===== src/rtl/blkcfg_pkg.sv =====
package blkcfg_pkg;
  parameter int BLK_W = 4;
  typedef logic [BLK_W-1:0] blk_t;

  typedef struct packed {
    blk_t first;
    blk_t len;
    blk_t he;
  } cfg_t;

  // block index from an array address
  function automatic blk_t blk_of(input logic [12:0] addr);
    return addr[12:12-BLK_W+1];
  endfunction

  // inside [first, first+len) with one extra bit so the sum clips, not wraps
  function automatic logic in_window(input blk_t b, input blk_t first, input blk_t len);
    logic [BLK_W:0] lo, hi, x;
    lo = {1'b0, first};
    hi = {1'b0, first} + {1'b0, len};
    x  = {1'b0, b};
    return (x >= lo) && (x < hi);
  endfunction
endpackage


===== src/rtl/blkcfg_seq.sv =====
module blkcfg_seq
  import blkcfg_pkg::*;
#(
  parameter int BYTE_W = 8
) (
  input  logic              clk,
  input  logic              rst_n,
  input  logic              txn_start,
  input  logic              byte_vld,
  input  logic [BYTE_W-1:0] byte_data,
  input  logic              stop_seen,
  output logic              apply_sec,
  output logic              apply_he,
  output blk_t              new_blk,
  output blk_t              new_len,
  output logic              view_upd,
  output logic              view_he
);
  localparam int CFG_BIT = BYTE_W - 1;
  localparam int SEL_BIT = BYTE_W - 1;
  localparam int RD_BIT  = BYTE_W - 2;
  localparam int CNT_W   = 3;
  localparam logic [CNT_W-1:0] N_FULL = 3'd3;
  localparam logic [CNT_W-1:0] N_SAT  = 3'd4;

  logic [CNT_W-1:0]  n_seen;
  logic [BYTE_W-1:0] b0_q, b2_q;

  always_ff @(posedge clk or negedge rst_n) begin
    if (!rst_n) begin
      n_seen <= '0;
      b0_q   <= '0;
      b2_q   <= '0;
    end else if (txn_start || stop_seen) begin
      n_seen <= '0;
    end else if (byte_vld) begin
      if (n_seen != N_SAT) n_seen <= n_seen + 1'b1;
      if (n_seen == 3'd0) b0_q <= byte_data;
      if (n_seen == 3'd2) b2_q <= byte_data;
    end
  end

  logic seq_ok;
  assign seq_ok    = stop_seen && (n_seen == N_FULL) && b0_q[CFG_BIT] && !b2_q[RD_BIT];
  assign apply_sec = seq_ok && b2_q[SEL_BIT];
  assign apply_he  = seq_ok && !b2_q[SEL_BIT];
  assign new_blk   = b0_q[BLK_W:1];
  assign new_len   = b2_q[BLK_W-1:0];
  assign view_upd  = byte_vld && !txn_start && !stop_seen && (n_seen == 3'd2)
                     && b0_q[CFG_BIT] && byte_data[RD_BIT];
  assign view_he   = !byte_data[SEL_BIT];

  a_r4_apply_at_stop: assert property (@(posedge clk) disable iff (!rst_n)
    (apply_sec || apply_he) |-> stop_seen);
  a_r3_single_kind: assert property (@(posedge clk) disable iff (!rst_n)
    $onehot0({apply_sec, apply_he, view_upd}));
endmodule


===== src/rtl/blkcfg_regs.sv =====
module blkcfg_regs
  import blkcfg_pkg::*;
(
  input  logic clk,
  input  logic rst_n,
  input  logic apply_sec,
  input  logic apply_he,
  input  blk_t new_blk,
  input  blk_t new_len,
  input  logic view_upd,
  input  logic view_he,
  output cfg_t cfg_q,
  output logic view_is_he
);
  localparam blk_t BLK_TOP = blk_t'((1 << BLK_W) - 1);

  logic locked;
  assign locked = (cfg_q.len != '0);

  always_ff @(posedge clk or negedge rst_n) begin
    if (!rst_n) begin
      cfg_q.first <= BLK_TOP;
      cfg_q.len   <= '0;
      cfg_q.he    <= BLK_TOP;
      view_is_he  <= 1'b0;
    end else begin
      if (apply_sec && !locked) begin
        cfg_q.first <= new_blk;
        cfg_q.len   <= new_len;
      end
      if (apply_he && !locked) cfg_q.he <= new_blk;
      if (view_upd) view_is_he <= view_he;
    end
  end

  a_r5_frozen_when_locked: assert property (@(posedge clk) disable iff (!rst_n)
    (cfg_q.len != '0) |=> $stable(cfg_q));
  a_r11_hold_without_stop: assert property (@(posedge clk) disable iff (!rst_n)
    !(apply_sec || apply_he) |=> $stable(cfg_q));
  a_r7_read_keeps_cfg: assert property (@(posedge clk) disable iff (!rst_n)
    view_upd |=> $stable(cfg_q));
endmodule


===== src/rtl/blkcfg_perm.sv =====
module blkcfg_perm
  import blkcfg_pkg::*;
#(
  parameter int ADDR_W = 13
) (
  input  logic              clk,
  input  logic              rst_n,
  input  cfg_t              cfg_q,
  input  logic [ADDR_W-1:0] wr_addr,
  output logic              wr_ok
);
  blk_t wr_blk;
  logic in_sec;

  always_comb begin
    wr_blk = blk_of(wr_addr);
    in_sec = in_window(wr_blk, cfg_q.first, cfg_q.len);
    wr_ok  = !in_sec || (wr_blk == cfg_q.he);
  end

  a_r10_he_writable: assert property (@(posedge clk) disable iff (!rst_n)
    (wr_addr[ADDR_W-1:ADDR_W-BLK_W] == cfg_q.he) |-> wr_ok);
  a_r9_zero_len_open: assert property (@(posedge clk) disable iff (!rst_n)
    (cfg_q.len == '0) |-> wr_ok);
  a_r9_below_first_open: assert property (@(posedge clk) disable iff (!rst_n)
    (wr_addr[ADDR_W-1:ADDR_W-BLK_W] < cfg_q.first) |-> wr_ok);
endmodule


===== src/rtl/blkcfg_guard.sv =====
module blkcfg_guard
  import blkcfg_pkg::*;
#(
  parameter int ADDR_W = 13,
  parameter int BYTE_W = 8
) (
  input  logic              clk,
  input  logic              rst_n,
  input  logic              txn_start,
  input  logic              byte_vld,
  input  logic [BYTE_W-1:0] byte_data,
  input  logic              stop_seen,
  input  logic [ADDR_W-1:0] wr_addr,
  output logic              wr_ok,
  output logic [BYTE_W-1:0] rb_first,
  output logic [BYTE_W-1:0] rb_second,
  output logic [BLK_W-1:0]  he_block
);
  localparam int PAD_W = BYTE_W - BLK_W;
  localparam logic [PAD_W-1:0] PAD = '1;

  logic apply_sec, apply_he, view_upd, view_he, view_is_he;
  blk_t new_blk, new_len;
  cfg_t cfg_q;

  blkcfg_seq #(.BYTE_W(BYTE_W)) u_seq (
    .clk(clk), .rst_n(rst_n), .txn_start(txn_start), .byte_vld(byte_vld),
    .byte_data(byte_data), .stop_seen(stop_seen), .apply_sec(apply_sec),
    .apply_he(apply_he), .new_blk(new_blk), .new_len(new_len),
    .view_upd(view_upd), .view_he(view_he)
  );

  blkcfg_regs u_regs (
    .clk(clk), .rst_n(rst_n), .apply_sec(apply_sec), .apply_he(apply_he),
    .new_blk(new_blk), .new_len(new_len), .view_upd(view_upd),
    .view_he(view_he), .cfg_q(cfg_q), .view_is_he(view_is_he)
  );

  blkcfg_perm #(.ADDR_W(ADDR_W)) u_perm (
    .clk(clk), .rst_n(rst_n), .cfg_q(cfg_q), .wr_addr(wr_addr), .wr_ok(wr_ok)
  );

  assign rb_first  = {PAD, (view_is_he ? cfg_q.he : cfg_q.first)};
  assign rb_second = view_is_he ? '1 : {PAD, cfg_q.len};
  assign he_block  = cfg_q.he;

  a_r8_he_view_pad: assert property (@(posedge clk) disable iff (!rst_n)
    $past(view_upd && view_he) |-> (rb_second == '1));
endmodule


===== config.mk =====
export PLATFORM = sky130hd
export DESIGN_NAME = blkcfg_guard
export DESIGN_NICKNAME = d
export VERILOG_FILES = /design/src/rtl/blkcfg_pkg.sv /design/src/rtl/blkcfg_seq.sv /design/src/rtl/blkcfg_regs.sv /design/src/rtl/blkcfg_perm.sv /design/src/rtl/blkcfg_guard.sv
export SDC_FILE = /design/constraint.sdc
export NUM_CORES = 1
export LEC_CHECK = 0
export BUFFER_PORTS_ARGS = -buffer_cell sky130_fd_sc_hd__clkbuf_2
export CORE_ASPECT_RATIO = 1.75
export CORE_UTILIZATION = 45
export DETAILED_ROUTE_END_ITERATION = 8
export PLACE_DENSITY = 0.78
export SYNTH_ARGS = -nofsm -noshare
export SYNTH_HDL_FRONTEND = slang
export SYNTH_SLANG_ARGS = --single-unit

===== constraint.sdc =====
create_clock -name clk -period 6.85 [get_ports clk]
set_clock_uncertainty 0.05 [all_clocks]
set_input_delay 1.0275 -clock clk [delete_from_list [all_inputs] [get_ports clk]]
set_output_delay 1.0275 -clock clk [all_outputs]
set_load 0.01 [all_outputs]

# Word level (Yosys, flattened, before mapping)
# Cells that the tools add are included.
# totals
out_inout_bits	21
reg_bits	32
in_bits	26
# op_classes
reduce_logical	29
order_cmp	2
mux	5
addsub	2
n_bitwise	1
eq_ne	4
# op_table
cell	n
logical AND 1 bit	13
two-way mux 3 bit	3
two-way mux 4 bit	2
zero test 1 bit	7
== test 3 x 2 -> 1 bit (second input constant)	2
AND reduction 3 bit	2
adder 4 x 4 -> 5 bit	1
less-than comparator 4 x 5 -> 1 bit	1
== test 4 bit	1
>= comparator 4 bit	1
nonzero test 2 bit	2
nonzero test 4 bit	1
adder 3 x 1 -> 3 bit (second input constant)	1
zero test 3 bit	1
!= test 3 bit (second input constant)	1
logical OR 1 bit	2
AND reduction 2 bit	1
inverter 1 bit	1

# Depth between registers and ports, before layout
# Gate-level depths: netlist (run 1).
# depth
word_depth	6
mapped_depth	8

# By module
# A second synthesis (run 1) with hierarchy kept.
# hier_totals
cells_unflattened	144
hier_area_um2	1712.9
# by_module_without_submodules
module	instances	area_per_inst_um2	seq_area_each_um2	cells_per_inst
blkcfg_seq	1	726.9	350.3	58
blkcfg_regs	1	501.7	335.3	31
blkcfg_perm	1	324.1	0.0	37
blkcfg_guard	1	160.2	0.0	18

# Worst setup path after synthesis (run 1)
# OpenSTA, ideal clock, no wires.
# synth_path
path_kind	register to output
start	register, netlist name u_regs.cfg_q[4]
end	output wr_ok
slack_ns	3.395
path_stages_with_launch	9
t_arrival_ns	2.377
cell_sequence	dfrtp_1 -> ha_1 -> fa_1 -> xnor2_1 -> ha_1 -> a21o_1 -> a311oi_1 -> a2111oi_0 -> or4_1
# synth_via
elab_chain_len	5
# synth_lines
item	line_no	rtl
adder 4 x 4 -> 5 bit	blkcfg_pkg.sv:20	hi = {1'b0, first} + {1'b0, len};
less-than comparator 4 x 5 -> 1 bit	blkcfg_pkg.sv:22	return (x >= lo) && (x < hi);
logical AND 1 bit	blkcfg_pkg.sv:22	
zero test 1 bit	blkcfg_perm.sv:18	wr_ok = !in_sec || (wr_blk == cfg_q.he);
logical OR 1 bit	blkcfg_perm.sv:18	
to (decl)	blkcfg_guard.sv:14	output logic wr_ok,
# Every way passes these cells.

# Final worst setup path (run 1)
# layout_path
start	register, netlist name u_regs.cfg_q[4]
end	output wr_ok
# layout_via
elab_chain_len	5
# layout_lines
item	line_no
adder 4 x 4 -> 5 bit	blkcfg_pkg.sv:20
less-than comparator 4 x 5 -> 1 bit	blkcfg_pkg.sv:22
logical AND 1 bit	blkcfg_pkg.sv:22
zero test 1 bit	blkcfg_perm.sv:18
logical OR 1 bit	blkcfg_perm.sv:18
# Every way passes these cells.

==> results of run 1 <==
-- power by group through the flow --
stage / Clock [mW] / Sequential (mW) / Combinational [mW]
3_3_place_gp: 0 / 0.181 / 0.0342
2_1_floorplan: 0 / 0.179 / 0.0267
5_1_grt: 0.0944 / 0.180 / 0.0409
3_5_place_dp: 0 / 0.182 / 0.0369
6_report: 0.0857 / 0.179 / 0.0364
4_1_cts: 0.0874 / 0.179 / 0.0369
-- state kept, by name, indices dropped and copies added (netlist names) --
signal / cells
u_regs.view_is_he: 1
u_seq.n_seen: 3
u_regs.cfg_q: 12
u_seq.b0_q: 5
u_seq.b2_q: 6
-- cells by family (layout without fill, tap and decap cells) --
| family | count (synthesis) | after routing | share of synthesized area |
|---|---|---|---|
| DFF | 27 | 27 | 0.4196 |
| xor gates and xnor gates | 7 | 7 | 0.03752 |
| adders and majority gates | 16 | 16 | 0.1271 |
| other | 1 | 8 | 0.002295 |
| AOI/OAI and AO/OA | 24 | 24 | 0.09878 |
| muxes | 17 | 17 | 0.1194 |
| and+or+nand+nor | 29 | 29 | 0.1103 |
| buffers and inverters | 23 | 41 | 0.08499 |
-- metal layers --
layer	wire length [microns]	share of wire	vias to the layer above	global-route usage
met5	0	0	-	0
met4	56	0.018	0	0.06111
met3	95	0.030	4	0.02198
met2	1870	0.60	24	0.3534
met1	1109	0.35	568	0.1671
li1	-	-	532	-
-- synth_stat cells (3+ instances only) --
master   count  area, sq um
a21o_2       4        35.03
nand2_1      7        26.28
dfstp_2      8        210.2
buf_4       12        90.09
inv_1        9        33.78
nor3_1       3        15.01
a21o_1       3        22.52
mux2_2      16        180.2
xor2_1       5        43.79
or2_2        4        25.02
dfrtp_1     19        475.5
nand3_1      3        15.01
ha_1        15        187.7
o21ai_0      9        45.04
-- final cells by class --
class                   instances  share of cell area
multi-input cells             101              0.4652
flip-flops and latches         27              0.3816
repair buffers                 28             0.07799
well taps                      45             0.03134
clock buffers                   4             0.02507
inverters                       9             0.01880
-- stage by stage --
step | instance area (sq um) | hold slack [ns]
floorplan | 1660 | 0.4009
global placement | 1752 | 0.4173
detailed placement | 1752 | 0.4158
CTS | 1797 | 0.4408
global route | 1797 | 0.4588
finish | 1797 | 0.4382
-- final timing paths --
check | start | endpoint | slack [ns]
max in group asynchronous | rst_n | u_seq.b0_q[7]$_DFFE_PN0P_ | 5.59
hold / removal | u_seq.b2_q[1]$_DFFE_PN0P_ | u_regs.cfg_q[5]$_DFFE_PN0P_ | 0.44
hold reg to reg | u_seq.b2_q[1]$_DFFE_PN0P_ | u_regs.cfg_q[5]$_DFFE_PN0P_ | 0.44
min in group asynchronous | rst_n | u_seq.n_seen[0]$_DFFE_PN0P_ | 0.73
setup / recovery | u_regs.cfg_q[4]$_DFFE_PN0P_ | wr_ok | 2.79
setup reg to reg | u_regs.cfg_q[5]$_DFFE_PN0P_ | u_regs.cfg_q[8]$_DFFE_PN1P_ | 4.78
==> reports/metrics.csv, run 1 <==
stage,metric,value,unit
status,status,completed,
placement,dp_hpwl,2620,microns
floorplanning,dieArea,3886,sq um
cells_and_area,layout_common_cells,"28 x clkbuf_2, 19 x dfrtp_1, 16 x mux2_2",
worst_setup_path,critPathMaxStageDelay,0.48,ns
yosys,seq_area_frac_synth,0.4196,
floorplanning,coreArea,3433,sq um
pwr,ir_worst_vdd,170.6,uV
pwr,power_density,167.4,nW/um^2
pwr,p_int,0.2298,mW
pwr,power,0.3008,mW
clocking,cts_buffers,3,
cells_and_area,final_common_cell,clkbuf_2,
clocking,clk_latency,0.26,ns
cells_and_area,fin_util,0.5233,
grt,grt-ovfl-total,0,
clocking,h-tree-depth,1,
placement,place_congestion,0.7063,
clocking,cts_tree,yes,
cells_and_area,fill_cells,332,
grt,grt_max_degree,28,
yosys,yosys_register_bits,27,
floorplanning,ios,47,
yosys,syn_area,1634,sq um
worst_setup_path,path_max_fanout,4,
yosys,synth_edf_count,0,
clocking,postCtsHoldBufs,0,
pwr,power_frac_seq,0.594,
clocking,clock-root-buffer,clkbuf_8,
clocking,cts_buffer_depth,2,
sta,post-route-min-period,4.061,ns
worst_setup_path,start_kind,flop,
hold_path,hold_path_class,reg2reg,
cells_and_area,drive_above_1_share,0.3964,
clocking,cts.sink_count,27,
grt,grt_pass1_wl,4947,microns
floorplanning,die_w,47.55,microns
worst_setup_path,cp_top_family,adder cells,
worst_setup_path,r2r_cells,4,
clocking,post_cts_resized,0,
sta,drv_slew,0,
worst_setup_path,critPathSlowestCell,or4_1,
sta,relSlewSlack,0.5560,
placement,placed_cells,210,
placement,dpl_worst_slack,3.134,ns
flow_run,drv_cap,0,
hold_path,whs_path_depth,1,
grt,antenna_found_initial,0,
drt,vias,1128,
pwr,p_comb_frac,0.121,
drt,first_pass_iters,4,
pwr,p_clk_frac,0.285,
floorplanning,rows,28,
cells_and_area,fin_cells,214,
drt,drc_errors,0,
sta,setup_slack,2.789,ns
sta,grt_setup_unrepaired,no,
cells_and_area,seq_area,685.7,sq um
worst_setup_path,crit_arrival,2.98,ns
worst_setup_path,cp.required,5.77,ns
clocking,cts_setup_buffers,0,
drt,vias_per_cell,5.271,
sta,setup_viol,0,
clocking,clkTransAtPathRegs,0.08,ns
floorplanning,die_h,81.72,microns
yosys,syn_inst,144,
cells_and_area,area_growth,9.954,%
yosys,yosys_warnings,0,
cells_and_area,diodes,0,
placement,io_buffers,28,
grt,grt.total_usage,0.1766,
pwr,swShare,0.2359,
pwr,p_sw,0.07094,mW
worst_setup_path,path_cells,ha_1 > fa_1 > xnor2_1 > ha_1 > a21o_1 > a311oi_1 > a2111oi_0 > or4_1 > clkbuf_2,
yosys,synthFlopType,dfrtp_1,
drt,drtIter0Drc,23,
worst_setup_path,path_buf_inv,1,
sta,fin_crit_sh,0.5928,
worst_setup_path,path_depth,9,
grt,grt_pass1_vias,1181,
worst_setup_path,worst_setup_path_end_kind,output pin,
sta,setup_tns,0,ns
yosys,ys_types,36,
worst_setup_path,critical_path_class,reg2out,
worst_setup_path,cpMostUsedCell,ha_1,
yosys,async_flop_share,1.000,
sta,fmax,246.3,MHz
floorplanning,start_util,0.4759,
drt,wirelength,3131,microns
cells_and_area,multi_input_area,835.8,sq um
sta,hold_viol,0,
cells_and_area,final_nets,212,
drt,postRouteAntennaNets,0,
drt,wire_per_inst,14.63,microns
pwr,power.leakage,0.9562,nW
sta,worstMarginPinSlew,0.6660,ns
yosys,synth_area_per_cell,11.35,sq um
Note: power is estimated with default switching activity, not from simulation.
==> inputs of run 2 (changes only) <==
Clock period 6.85 ns to 4.1 ns, I/O delays scaled along.
==> reports/metrics.csv, run 2 (synthesis results as in run 1) <==
stage,metric,value,unit,change
cells_and_area,top_register,u_regs.cfg_q,,unchanged
flow_run,drv_cap,0,,unchanged
sta,worstMarginPinSlew,0.6702,ns,was 0.6660 ns
worst_setup_path,r2r_slack,2.03,ns,was 4.78 ns
worst_setup_path,reg2reg_from,u_regs.cfg_q[5]$_DFFE_PN0P_,,unchanged
worst_setup_path,worst_setup_path_end_kind,output pin,,unchanged
worst_setup_path,r2r_end,u_regs.cfg_q[8]$_DFFE_PN1P_,,unchanged
sta,post-route-min-period,3.578,ns,
sta,setup_tns,0,ns,unchanged
clocking,h-tree-depth,1,,unchanged
sta,whs,0.3150,ns,was 0.4382 ns
worst_setup_path,path_max_fanout,4,,unchanged
placement,placed_cells,210,,unchanged
cells_and_area,diodes,0,,unchanged
worst_setup_path,startpoint,u_regs.cfg_q[4]$_DFFE_PN0P_,,unchanged
grt,grt_pass1_wl,4747,microns,was 4947 microns
clocking,clkTransAtPathRegs,0.09,ns,was 0.08 ns
sta,fmax,279.5,MHz,
pwr,power,0.5057,mW,was 0.3008 mW
clocking,cts.sink_count,27,,unchanged
sta,hold_viol,0,,unchanged
sta,drv_slew,0,,unchanged
drt,first_pass_iters,4,,unchanged
sta,grt_setup_unrepaired,no,,unchanged
clocking,postCtsHoldBufs,0,,unchanged
floorplanning,die_w,47.55,microns,unchanged
floorplanning,coreArea,3433,sq um,unchanged
sta,relSlewSlack,0.5532,,was 0.5560
pwr,power_density,281.3,nW/um^2,was 167.4 nW/um^2
placement,dp_hpwl,2546,microns,was 2620 microns
placement,place_congestion,0.7095,,was 0.7063
grt,grt_pass1_vias,1144,,was 1181
worst_setup_path,r2r_cells,4,,unchanged
drt,vias,1112,,was 1128
placement,dpl_worst_slack,0.8216,ns,was 3.134 ns
drt,vias_per_cell,5.196,,was 5.271
hold_path,hold_path_class,in2async,,was reg2reg
sta,setup_viol,0,,unchanged
drt,wirelength,3063,microns,was 3131 microns
pwr,ir_worst_vdd,237.9,uV,was 170.6 uV
clocking,cts_buffers,3,,unchanged
floorplanning,rows,28,,unchanged
cells_and_area,fill_cells,338,,was 332
clocking,clock-root-buffer,clkbuf_8,,unchanged
cells_and_area,area_growth,10.03,%,was 9.954%
floorplanning,start_util,0.4759,,unchanged
placement,placed_area,1752,sq um,unchanged
grt,grt-ovfl-total,0,,unchanged
floorplanning,dieArea,3886,sq um,unchanged
worst_setup_path,crit_end,wr_ok,,unchanged
cells_and_area,layout_common_cells,"28 x clkbuf_2, 19 x dfrtp_1, 16 x mux2_2",,unchanged
placement,io_buffers,28,,unchanged
drt,drc_errors,0,,unchanged
grt,grt.total_usage,0.1777,,was 0.1766
drt,wire_per_inst,14.31,microns,was 14.63 microns
clocking,post_cts_resized,0,,unchanged
clocking,cts_tree,yes,,unchanged
drt,drtIter0Drc,14,,was 23
clocking,cts_buffer_depth,2,,unchanged
sta,fin_crit_sh,0.8727,,
cells_and_area,final_area,1798,sq um,was 1797 sq um
worst_setup_path,critical_path_class,reg2out,,unchanged
floorplanning,die_h,81.72,microns,unchanged
worst_setup_path,start_kind,flop,,unchanged
cells_and_area,fin_cells,214,,unchanged
worst_setup_path,crit_arrival,2.91,ns,was 2.98 ns
clocking,cts_setup_buffers,0,,unchanged
sta,setup_slack,0.5218,ns,was 2.789 ns
worst_setup_path,cp.required,3.43,ns,was 5.77 ns
cells_and_area,fin_util,0.5237,,was 0.5233
cells_and_area,largest_reg_flops,12,,unchanged
grt,grt_max_degree,28,,unchanged
cells_and_area,drive_above_1_share,0.4024,,was 0.3964
status,status,completed,,unchanged
drt,postRouteAntennaNets,0,,unchanged
cells_and_area,largestRegisters,"u_regs.cfg_q: 12 flops, u_seq.b2_q: 6 flops, u_seq.b0_q: 5 flops",,unchanged
grt,antenna_found_initial,0,,unchanged
floorplanning,ios,47,,unchanged
clocking,clk_latency,0.27,ns,was 0.26 ns
pwr,power.leakage,0.9589,nW,was 0.9562 nW
cells_and_area,final_common_cell,clkbuf_2,,unchanged
cells_and_area,final_nets,212,,unchanged
## run 2: cell types whose count changed in the layout (fill, tap and decap cells not counted), sizes merged
cell    delta
clkinv     +1
clkbuf     -1
## run 2: layer usage
metal	vias up	global-route usage	part of all wire
li1	536	-	-
met1	552	0.1621	0.38
met3	2	0.04396	0.026
met4	0	0.06944	0.0091
met2	22	0.3438	0.59
met5	-	0	0
## run 2: critical path: stages, from the launching register on
cell       delay [ns]
dfrtp_1          0.42
ha_1             0.24
fa_1             0.40
xnor2_1          0.18
ha_1             0.26
a21o_1           0.16
a311oi_1         0.25
a2111oi_0        0.11
or4_1            0.48
clkbuf_2         0.15
## run 2: where the power goes
group	total (mW)	leakage (nW)	switching, mW	internal, mW
clock	0.147	0.0255	0.0785	0.0680
sequential	0.299	0.336	0.0144	0.284
combinational	0.0604	0.597	0.0303	0.0301
total	0.506	0.959	0.123	0.383
## run 2: cell type report
type	instances	area, sq um	share of cell area
repair buffers	28	140.1	0.07794
clock buffers	3	41.29	0.02296
inverters	9	33.78	0.01879
well taps	45	56.30	0.03132
flip-flops and latches	27	685.7	0.3814
clock inverters	1	5.005	0.002784
multi-input cells	101	835.8	0.4649
## run 2: how the worst min path moves through the flow
stage                                          from                          end  slack (ns)  cells after the start
after floorplan                               rst_n  u_regs.cfg_q[4]$_DFFE_PN0P_        0.27                      0
after CTS                                     rst_n  u_seq.n_seen[0]$_DFFE_PN0P_        0.33                      1
after global routing                          rst_n    u_seq.b0_q[2]$_DFFE_PN0P_        0.36                      1
final                                         rst_n    u_seq.b0_q[4]$_DFFE_PN0P_        0.32                      1
after global placement    u_seq.b2_q[0]$_DFFE_PN0P_  u_regs.cfg_q[4]$_DFFE_PN0P_        0.42                      1
after detailed placement  u_seq.b2_q[3]$_DFFE_PN0P_  u_regs.cfg_q[7]$_DFFE_PN0P_        0.42                      1
